==> src/rtl/shuf_pkg.sv <==
package shuf_pkg;

    localparam int VEC_W      = 64;
    localparam int BYTE_W     = 8;
    localparam int N_BYTES    = VEC_W / BYTE_W;
    localparam int HALF_BYTES = 2;
    localparam int N_HALVES   = N_BYTES / HALF_BYTES;
    localparam int IDX_W      = $clog2(N_BYTES);

    typedef enum logic [1:0] {
        SRC_ZERO = 2'd0,
        SRC_VS   = 2'd1,
        SRC_VT   = 2'd2,
        SRC_SIGN = 2'd3
    } src_e;

    typedef struct packed {
        src_e             src;
        logic [IDX_W-1:0] idx;
    } pick_t;

    typedef enum logic [1:0] {
        FMT_BYTE = 2'd0,
        FMT_HALF = 2'd1,
        FMT_BAD  = 2'd2
    } fmt_e;

    // halfword pattern codes
    localparam logic [2:0] H_MIXH = 3'd0;
    localparam logic [2:0] H_MIXL = 3'd1;
    localparam logic [2:0] H_PCKO = 3'd2;
    localparam logic [2:0] H_BFLY = 3'd3;
    localparam logic [2:0] H_REPU = 3'd4;
    localparam logic [2:0] H_REPL = 3'd5;

    // byte pattern codes
    localparam logic [2:0] B_UNPK = 3'd0;
    localparam logic [2:0] B_PCKO = 3'd1;
    localparam logic [2:0] B_PCKE = 3'd2;
    localparam logic [2:0] B_MIXH = 3'd3;
    localparam logic [2:0] B_MIXL = 3'd4;

    function automatic fmt_e decode_fmt(input logic [1:0] code);
        if (code == 2'b01)
            return FMT_HALF;
        else if (code[0] == 1'b0)
            return FMT_BYTE;
        else
            return FMT_BAD;
    endfunction

    function automatic logic op_legal(input fmt_e f, input logic [2:0] op);
        case (f)
            FMT_HALF: return op <= H_REPL;
            FMT_BYTE: return op <= B_MIXL;
            default:  return 1'b0;
        endcase
    endfunction

    function automatic pick_t mk_pick(input src_e s, input int idx);
        pick_t p;
        p.src = s;
        p.idx = IDX_W'(idx);
        return p;
    endfunction

    // source of halfword lane 'lane' (index counted in halfwords)
    function automatic pick_t half_pick(input logic [2:0] op, input int lane);
        logic even;
        logic lower;
        even  = (lane % 2) == 0;
        lower = lane < (N_HALVES / 2);
        case (op)
            H_MIXH: return mk_pick(even ? SRC_VT : SRC_VS, N_HALVES / 2 + lane / 2);
            H_MIXL: return mk_pick(even ? SRC_VT : SRC_VS, lane / 2);
            H_PCKO: return mk_pick(lower ? SRC_VT : SRC_VS, 2 * (lane % 2) + 1);
            H_BFLY: return even ? mk_pick(SRC_VT, lane + 1) : mk_pick(SRC_VS, lane - 1);
            H_REPU: return mk_pick(lower ? SRC_VT : SRC_VS, N_HALVES / 2 + lane % 2);
            H_REPL: return mk_pick(lower ? SRC_VT : SRC_VS, lane % 2);
            default: return mk_pick(SRC_ZERO, 0);
        endcase
    endfunction

    // source of byte lane 'lane'
    function automatic pick_t byte_pick(input logic [2:0] op, input int lane);
        logic even;
        logic lower;
        int   half_n;
        half_n = N_BYTES / 2;
        even   = (lane % 2) == 0;
        lower  = lane < half_n;
        case (op)
            B_UNPK: return mk_pick(even ? SRC_VS : SRC_SIGN, lane / 2);
            B_PCKO: return mk_pick(lower ? SRC_VT : SRC_VS, 2 * (lane % half_n) + 1);
            B_PCKE: return mk_pick(lower ? SRC_VT : SRC_VS, 2 * (lane % half_n));
            B_MIXH: return mk_pick(even ? SRC_VT : SRC_VS, half_n + lane / 2);
            B_MIXL: return mk_pick(even ? SRC_VT : SRC_VS, lane / 2);
            default: return mk_pick(SRC_ZERO, 0);
        endcase
    endfunction

endpackage

==> src/rtl/shuf_decode.sv <==
module shuf_decode
    import shuf_pkg::*;
(
    input  logic [1:0]              fmt_code_i,
    input  logic [2:0]              op_i,
    output pick_t [N_BYTES-1:0]     picks_o,
    output logic                    illegal_o
);

    fmt_e fmt;
    logic legal;

    always_comb begin
        fmt       = decode_fmt(fmt_code_i);
        legal     = op_legal(fmt, op_i);
        illegal_o = !legal;
    end

    for (genvar j = 0; j < N_BYTES; j++) begin : g_byte
        always_comb begin
            pick_t hp;
            pick_t bp;
            hp = half_pick(op_i, j / HALF_BYTES);
            bp = byte_pick(op_i, j);
            if (!legal) begin
                picks_o[j] = mk_pick(SRC_ZERO, 0);
            end else if (fmt == FMT_HALF) begin
                picks_o[j] = mk_pick(hp.src, int'(hp.idx) * HALF_BYTES + j % HALF_BYTES);
            end else begin
                picks_o[j] = bp;
            end
        end
    end

endmodule

==> src/rtl/shuf_lane_mux.sv <==
module shuf_lane_mux
    import shuf_pkg::*;
(
    input  pick_t [N_BYTES-1:0]  picks_i,
    input  logic  [VEC_W-1:0]    vs_i,
    input  logic  [VEC_W-1:0]    vt_i,
    output logic  [VEC_W-1:0]    data_o
);

    for (genvar j = 0; j < N_BYTES; j++) begin : g_lane
        logic [BYTE_W-1:0] vs_b;
        logic [BYTE_W-1:0] vt_b;

        always_comb begin
            vs_b = vs_i[int'(picks_i[j].idx) * BYTE_W +: BYTE_W];
            vt_b = vt_i[int'(picks_i[j].idx) * BYTE_W +: BYTE_W];
            case (picks_i[j].src)
                SRC_VS:   data_o[j*BYTE_W +: BYTE_W] = vs_b;
                SRC_VT:   data_o[j*BYTE_W +: BYTE_W] = vt_b;
                SRC_SIGN: data_o[j*BYTE_W +: BYTE_W] = {BYTE_W{vs_b[BYTE_W-1]}};
                default:  data_o[j*BYTE_W +: BYTE_W] = '0;
            endcase
        end
    end

endmodule

==> src/rtl/shuf_out_reg.sv <==
module shuf_out_reg
    import shuf_pkg::*;
(
    input  logic             clk,
    input  logic             rst,
    input  logic             load_i,
    input  logic [VEC_W-1:0] data_i,
    input  logic             illegal_i,
    output logic [VEC_W-1:0] data_o,
    output logic             illegal_o,
    output logic             done_o
);

    always_ff @(posedge clk) begin
        if (rst) begin
            data_o    <= '0;
            illegal_o <= 1'b0;
            done_o    <= 1'b0;
        end else begin
            done_o <= load_i;
            if (load_i) begin
                data_o    <= data_i;
                illegal_o <= illegal_i;
            end
        end
    end

endmodule

==> src/rtl/lane_shuffle_unit.sv <==
module lane_shuffle_unit
    import shuf_pkg::*;
(
    input  logic             clk,
    input  logic             rst,
    input  logic             valid_i,
    input  logic [1:0]       fmt_i,
    input  logic [2:0]       op_i,
    input  logic [VEC_W-1:0] vs_i,
    input  logic [VEC_W-1:0] vt_i,
    output logic [VEC_W-1:0] result_o,
    output logic             done_o,
    output logic             illegal_o
);

    pick_t [N_BYTES-1:0] picks;
    logic                bad_code;
    logic [VEC_W-1:0]    shuffled;

    shuf_decode i_decode (
        .fmt_code_i (fmt_i),
        .op_i       (op_i),
        .picks_o    (picks),
        .illegal_o  (bad_code)
    );

    shuf_lane_mux i_mux (
        .picks_i (picks),
        .vs_i    (vs_i),
        .vt_i    (vt_i),
        .data_o  (shuffled)
    );

    shuf_out_reg i_oreg (
        .clk       (clk),
        .rst       (rst),
        .load_i    (valid_i),
        .data_i    (shuffled),
        .illegal_i (bad_code),
        .data_o    (result_o),
        .illegal_o (illegal_o),
        .done_o    (done_o)
    );

endmodule

==> config.mk <==
export PLATFORM = sky130hd
export DESIGN_NAME = lane_shuffle_unit
export DESIGN_NICKNAME = d
export VERILOG_FILES = /design/src/rtl/shuf_pkg.sv /design/src/rtl/shuf_decode.sv /design/src/rtl/shuf_lane_mux.sv /design/src/rtl/shuf_out_reg.sv /design/src/rtl/lane_shuffle_unit.sv
export SDC_FILE = /design/constraint.sdc
export NUM_CORES = 1
export LEC_CHECK = 0
export ABC_AREA = 0
export BUFFER_PORTS_ARGS = -buffer_cell sky130_fd_sc_hd__buf_2
export CAP_MARGIN = 20
export CELL_PAD_IN_SITES_DETAIL_PLACEMENT = 1
export CELL_PAD_IN_SITES_GLOBAL_PLACEMENT = 1
export CORE_MARGIN = 1
export CORE_UTILIZATION = 35
export DETAILED_ROUTE_END_ITERATION = 10
export MAX_ROUTING_LAYER = met4
export PLACE_DENSITY = 0.87
export RECOVER_POWER = 25
export SLEW_MARGIN = 20
export SYNTH_ARGS = -nofsm -noshare
export SYNTH_HDL_FRONTEND = slang
export SYNTH_SLANG_ARGS = --single-unit
==> constraint.sdc <==
create_clock -name clk -period 2.1 [get_ports clk]
set_input_delay 0.105 -clock clk [delete_from_list [all_inputs] [get_ports clk]]
set_output_delay 0.105 -clock clk [all_outputs]
set_load 0.01 [all_outputs]
==> key figures <==
STA
  – Setup violators final: 0
  – Period Utilization, post-route: 0.978
  – Max Fclk: 487 MHz
  – Worst relative slew slack: 0.460
  – Worst-Margin Slew: 0.807 ns
  – Period minus WS final: 2.05 ns
  – Final Skew: 0 ns
  – Final hold slack: 0.0802 ns
  – Fin. Hold Viols: 0
  – Slew Viols, Final: 0

Worst setup path
  – R2r setup slk: 1.02 ns
  – Critical path peak fanout: 17
  – CP arrival: 2.35 ns
  – Setup CP Type: input port to register
  – Worst Path Required: 2.39 ns
  – Critical Path End Type: register
  – Startpoint types: input port

Cells and area
  – Filler Cell Count: 3008
  – Commonest non-fill, non-tap cell in the layout: nand2_1
  – Area Overhead vs Synth: 37.7%
  – Most frequent cells in the layout: 242 x nand2_1, 203 x buf_4, 169 x buf_2
  – N_diodes: 0
  – Final nets: 1632
  – Share of cells above drive strength 1: 0.324

Clocking
  – Sink Count: 66
  – Root Buffer: clkbuf_16
  – CTS tree: yes
  – Clk buf depth: 2
  – Worst skew pair latency: 0.35 ns
  – H-tree levels: 3
  – Reg clk slew, reported paths: 0.06 ns
  – Cts bufs inserted: 9

Routing
  – First-pass detailed-route iteration total: 5
  – Number of DRC markers in iteration 0: 1600
  – DR WL/cell: 29.2 um
  – Vias per cell: 6.54
  – Final ANT Viol Nets: 0
  – Vias after detailed routing: 11896
  – # DRC: 0
  – Drt total wl: 53.1 mm

Synth
  – Post-Syn Nets: 1295
  – Distinct cells, synth: 85
  – Post-Syn Instances: 1159
  – EDFF count, synth: 0
  – Post-synthesis sequential area ratio: 0.154
  – Synth Register Bits: 66
  – Yosys warns: 0
  – Post-synth ARST share: 0
  – Syn avg cell area: 7.39 sq um
  – Mapped cell area: 8560 sq um
  – Ys flop type: dfxtp_1

Floorplan
  – Die Wd: 158 um
  – Top Ports: 202
  – Core ar.: 23800 sq um
  – Initial core utilization: 0.360
  – Cell Rows: 56
  – Die height: 158 um
  – Die area: 25100 sq um

Run status
  – Status: finished clean

Flow run
  – Max-Cap Viols: 0

Placed design
  – Placer Congestion: 1.02
  – HPWL after detailed placement: 41.6 mm
  – Number of I/O port buffers: 201

Power and ir drop
  – Leak pwr: 5.29 nW
  – Pwr Total: 5.80 mW
  – Pwr/cell area: 492 nW/um^2
  – Worst VDD drop: 0.332 mV

Global routing
  – Vias in the first global route: 11624
  – Global-route wire length before repair: 77.1 mm
  – Largest net degree at the start of global routing: 50
  – Total congestion overflow: 0
  – Global-route usage over all layers: 0.435
  – Initial antenna violation count: 0

Min path
  – Class of the worst hold path: input port to register
path summary, 6_finish.rpt:
check	cells after the start	to	from
hold / removal	3	i_oreg.data_o[51]	vs_i[27]
hold reg to reg	2	i_oreg.data_o[58]	i_oreg.data_o[58]
setup / recovery	10	i_oreg.data_o[59]	op_i[1]
setup reg to reg	4	i_oreg.data_o[24]	i_oreg.data_o[24]
worst max-delay path, cell delays in order:
cell	delay, ns
buf_2	0.13
buf_12	0.15
a22oi_2	0.26
buf_4	0.18
and2_1	0.29
nand2_1	0.27
nor3_1	0.52
buf_4	0.24
a32oi_1	0.09
nand3_1	0.11
cell usage after synthesis (3+ instances only):
cell / instances / area (sq um)
a211o_1: 7 / 61.3
buf_4: 20 / 150
o21ai_1: 5 / 25.0
o2111ai_1: 11 / 96.3
o21a_1: 4 / 30.0
nand3b_1: 4 / 30.0
nor3b_1: 5 / 37.5
mux2i_1: 146 / 1460
nand3_1: 78 / 390
and3_1: 3 / 18.8
mux4_2: 21 / 473
or3_1: 6 / 37.5
or2_2: 3 / 18.8
buf_6: 8 / 90.1
a311oi_1: 8 / 70.1
a221oi_1: 21 / 184
mux2_2: 12 / 135
nor3_1: 17 / 85.1
buf_2: 37 / 185
a211oi_1: 16 / 120
o221ai_1: 6 / 52.6
clkbuf_1: 42 / 158
a21o_1: 4 / 30.0
o21ai_0: 65 / 325
nand4_1: 11 / 68.8
a221oi_2: 3 / 45.0
inv_1: 7 / 26.3
a31oi_1: 27 / 169
nor2b_1: 5 / 31.3
nand2_1: 242 / 908
and2_1: 5 / 31.3
dfxtp_1: 66 / 1320
o211ai_1: 28 / 210
nor2_1: 54 / 203
a32oi_1: 13 / 114
and3b_1: 3 / 26.3
o22ai_1: 13 / 81.3
a21oi_1: 45 / 225
a22oi_1: 22 / 165
nand2b_1: 7 / 43.8
through the flow:
stage	cells	instance area (sq um)	util	setup TNS (ns)	worst slack, ns
2_1_floorplan	1159	8560	-	0	0.0189
3_3_place_gp	1802	11500	0.483	-5.28	-0.309
3_5_place_dp	1802	11500	0.483	-8.44	-0.426
4_1_cts	1818	11800	0.496	0	0.0379
5_1_grt	1820	11800	0.496	-0.0269	-0.0183
6_report	1820	11800	0.496	0	0.0471
final cells by class:
cell class              count  area (sq um)  area share
multi-input cells         975          6650       0.564
well taps                 319           399      0.0338
clock inverters             7          70.1     0.00594
repair buffers            436          3090       0.262
clock buffers               9           225      0.0191
inverters                   8          30.0     0.00255
flip-flops and latches     66          1320       0.112
routing by layer:
metal  track usage  part of all wire
met1         0.597              0.43
met2         0.627              0.43
met3        0.0762              0.11
met4         0.176             0.042
met5             -                 0
sequential cells by signal, summed over array words and instances, names as in the netlist:
name,flops
i_oreg.illegal_o,1
i_oreg.done_o,1
i_oreg.data_o,64
cells by family (layout without fill, tap and decap cells):
logic type / Yosys count / after routing / synth area share
simple gates: 470 / 470 / 0.259
compound gates: 323 / 323 / 0.267
mux: 180 / 180 / 0.243
buf+inv: 118 / 460 / 0.0742
flops: 66 / 66 / 0.154
xor+xnor: 2 / 2 / 0.00205
power by group:
group,switching (mW),internal (mW)
sequential,0.0577,1.33
combinational,1.62,1.16
clock,0.711,0.919
repair_timing:
| action | in CTS | in global routing |
|---|---|---|
| setup buffers | 0 | 1 |
| cloned | 0 | 1 |
| resized for setup | 1 | 7 |
| hold buffers | 0 | 0 |
| setup endpoints to repair | 1 | 12 |
| pin swaps | 0 | 3 |
No activity file was read; power rests on OpenSTA's default activity.
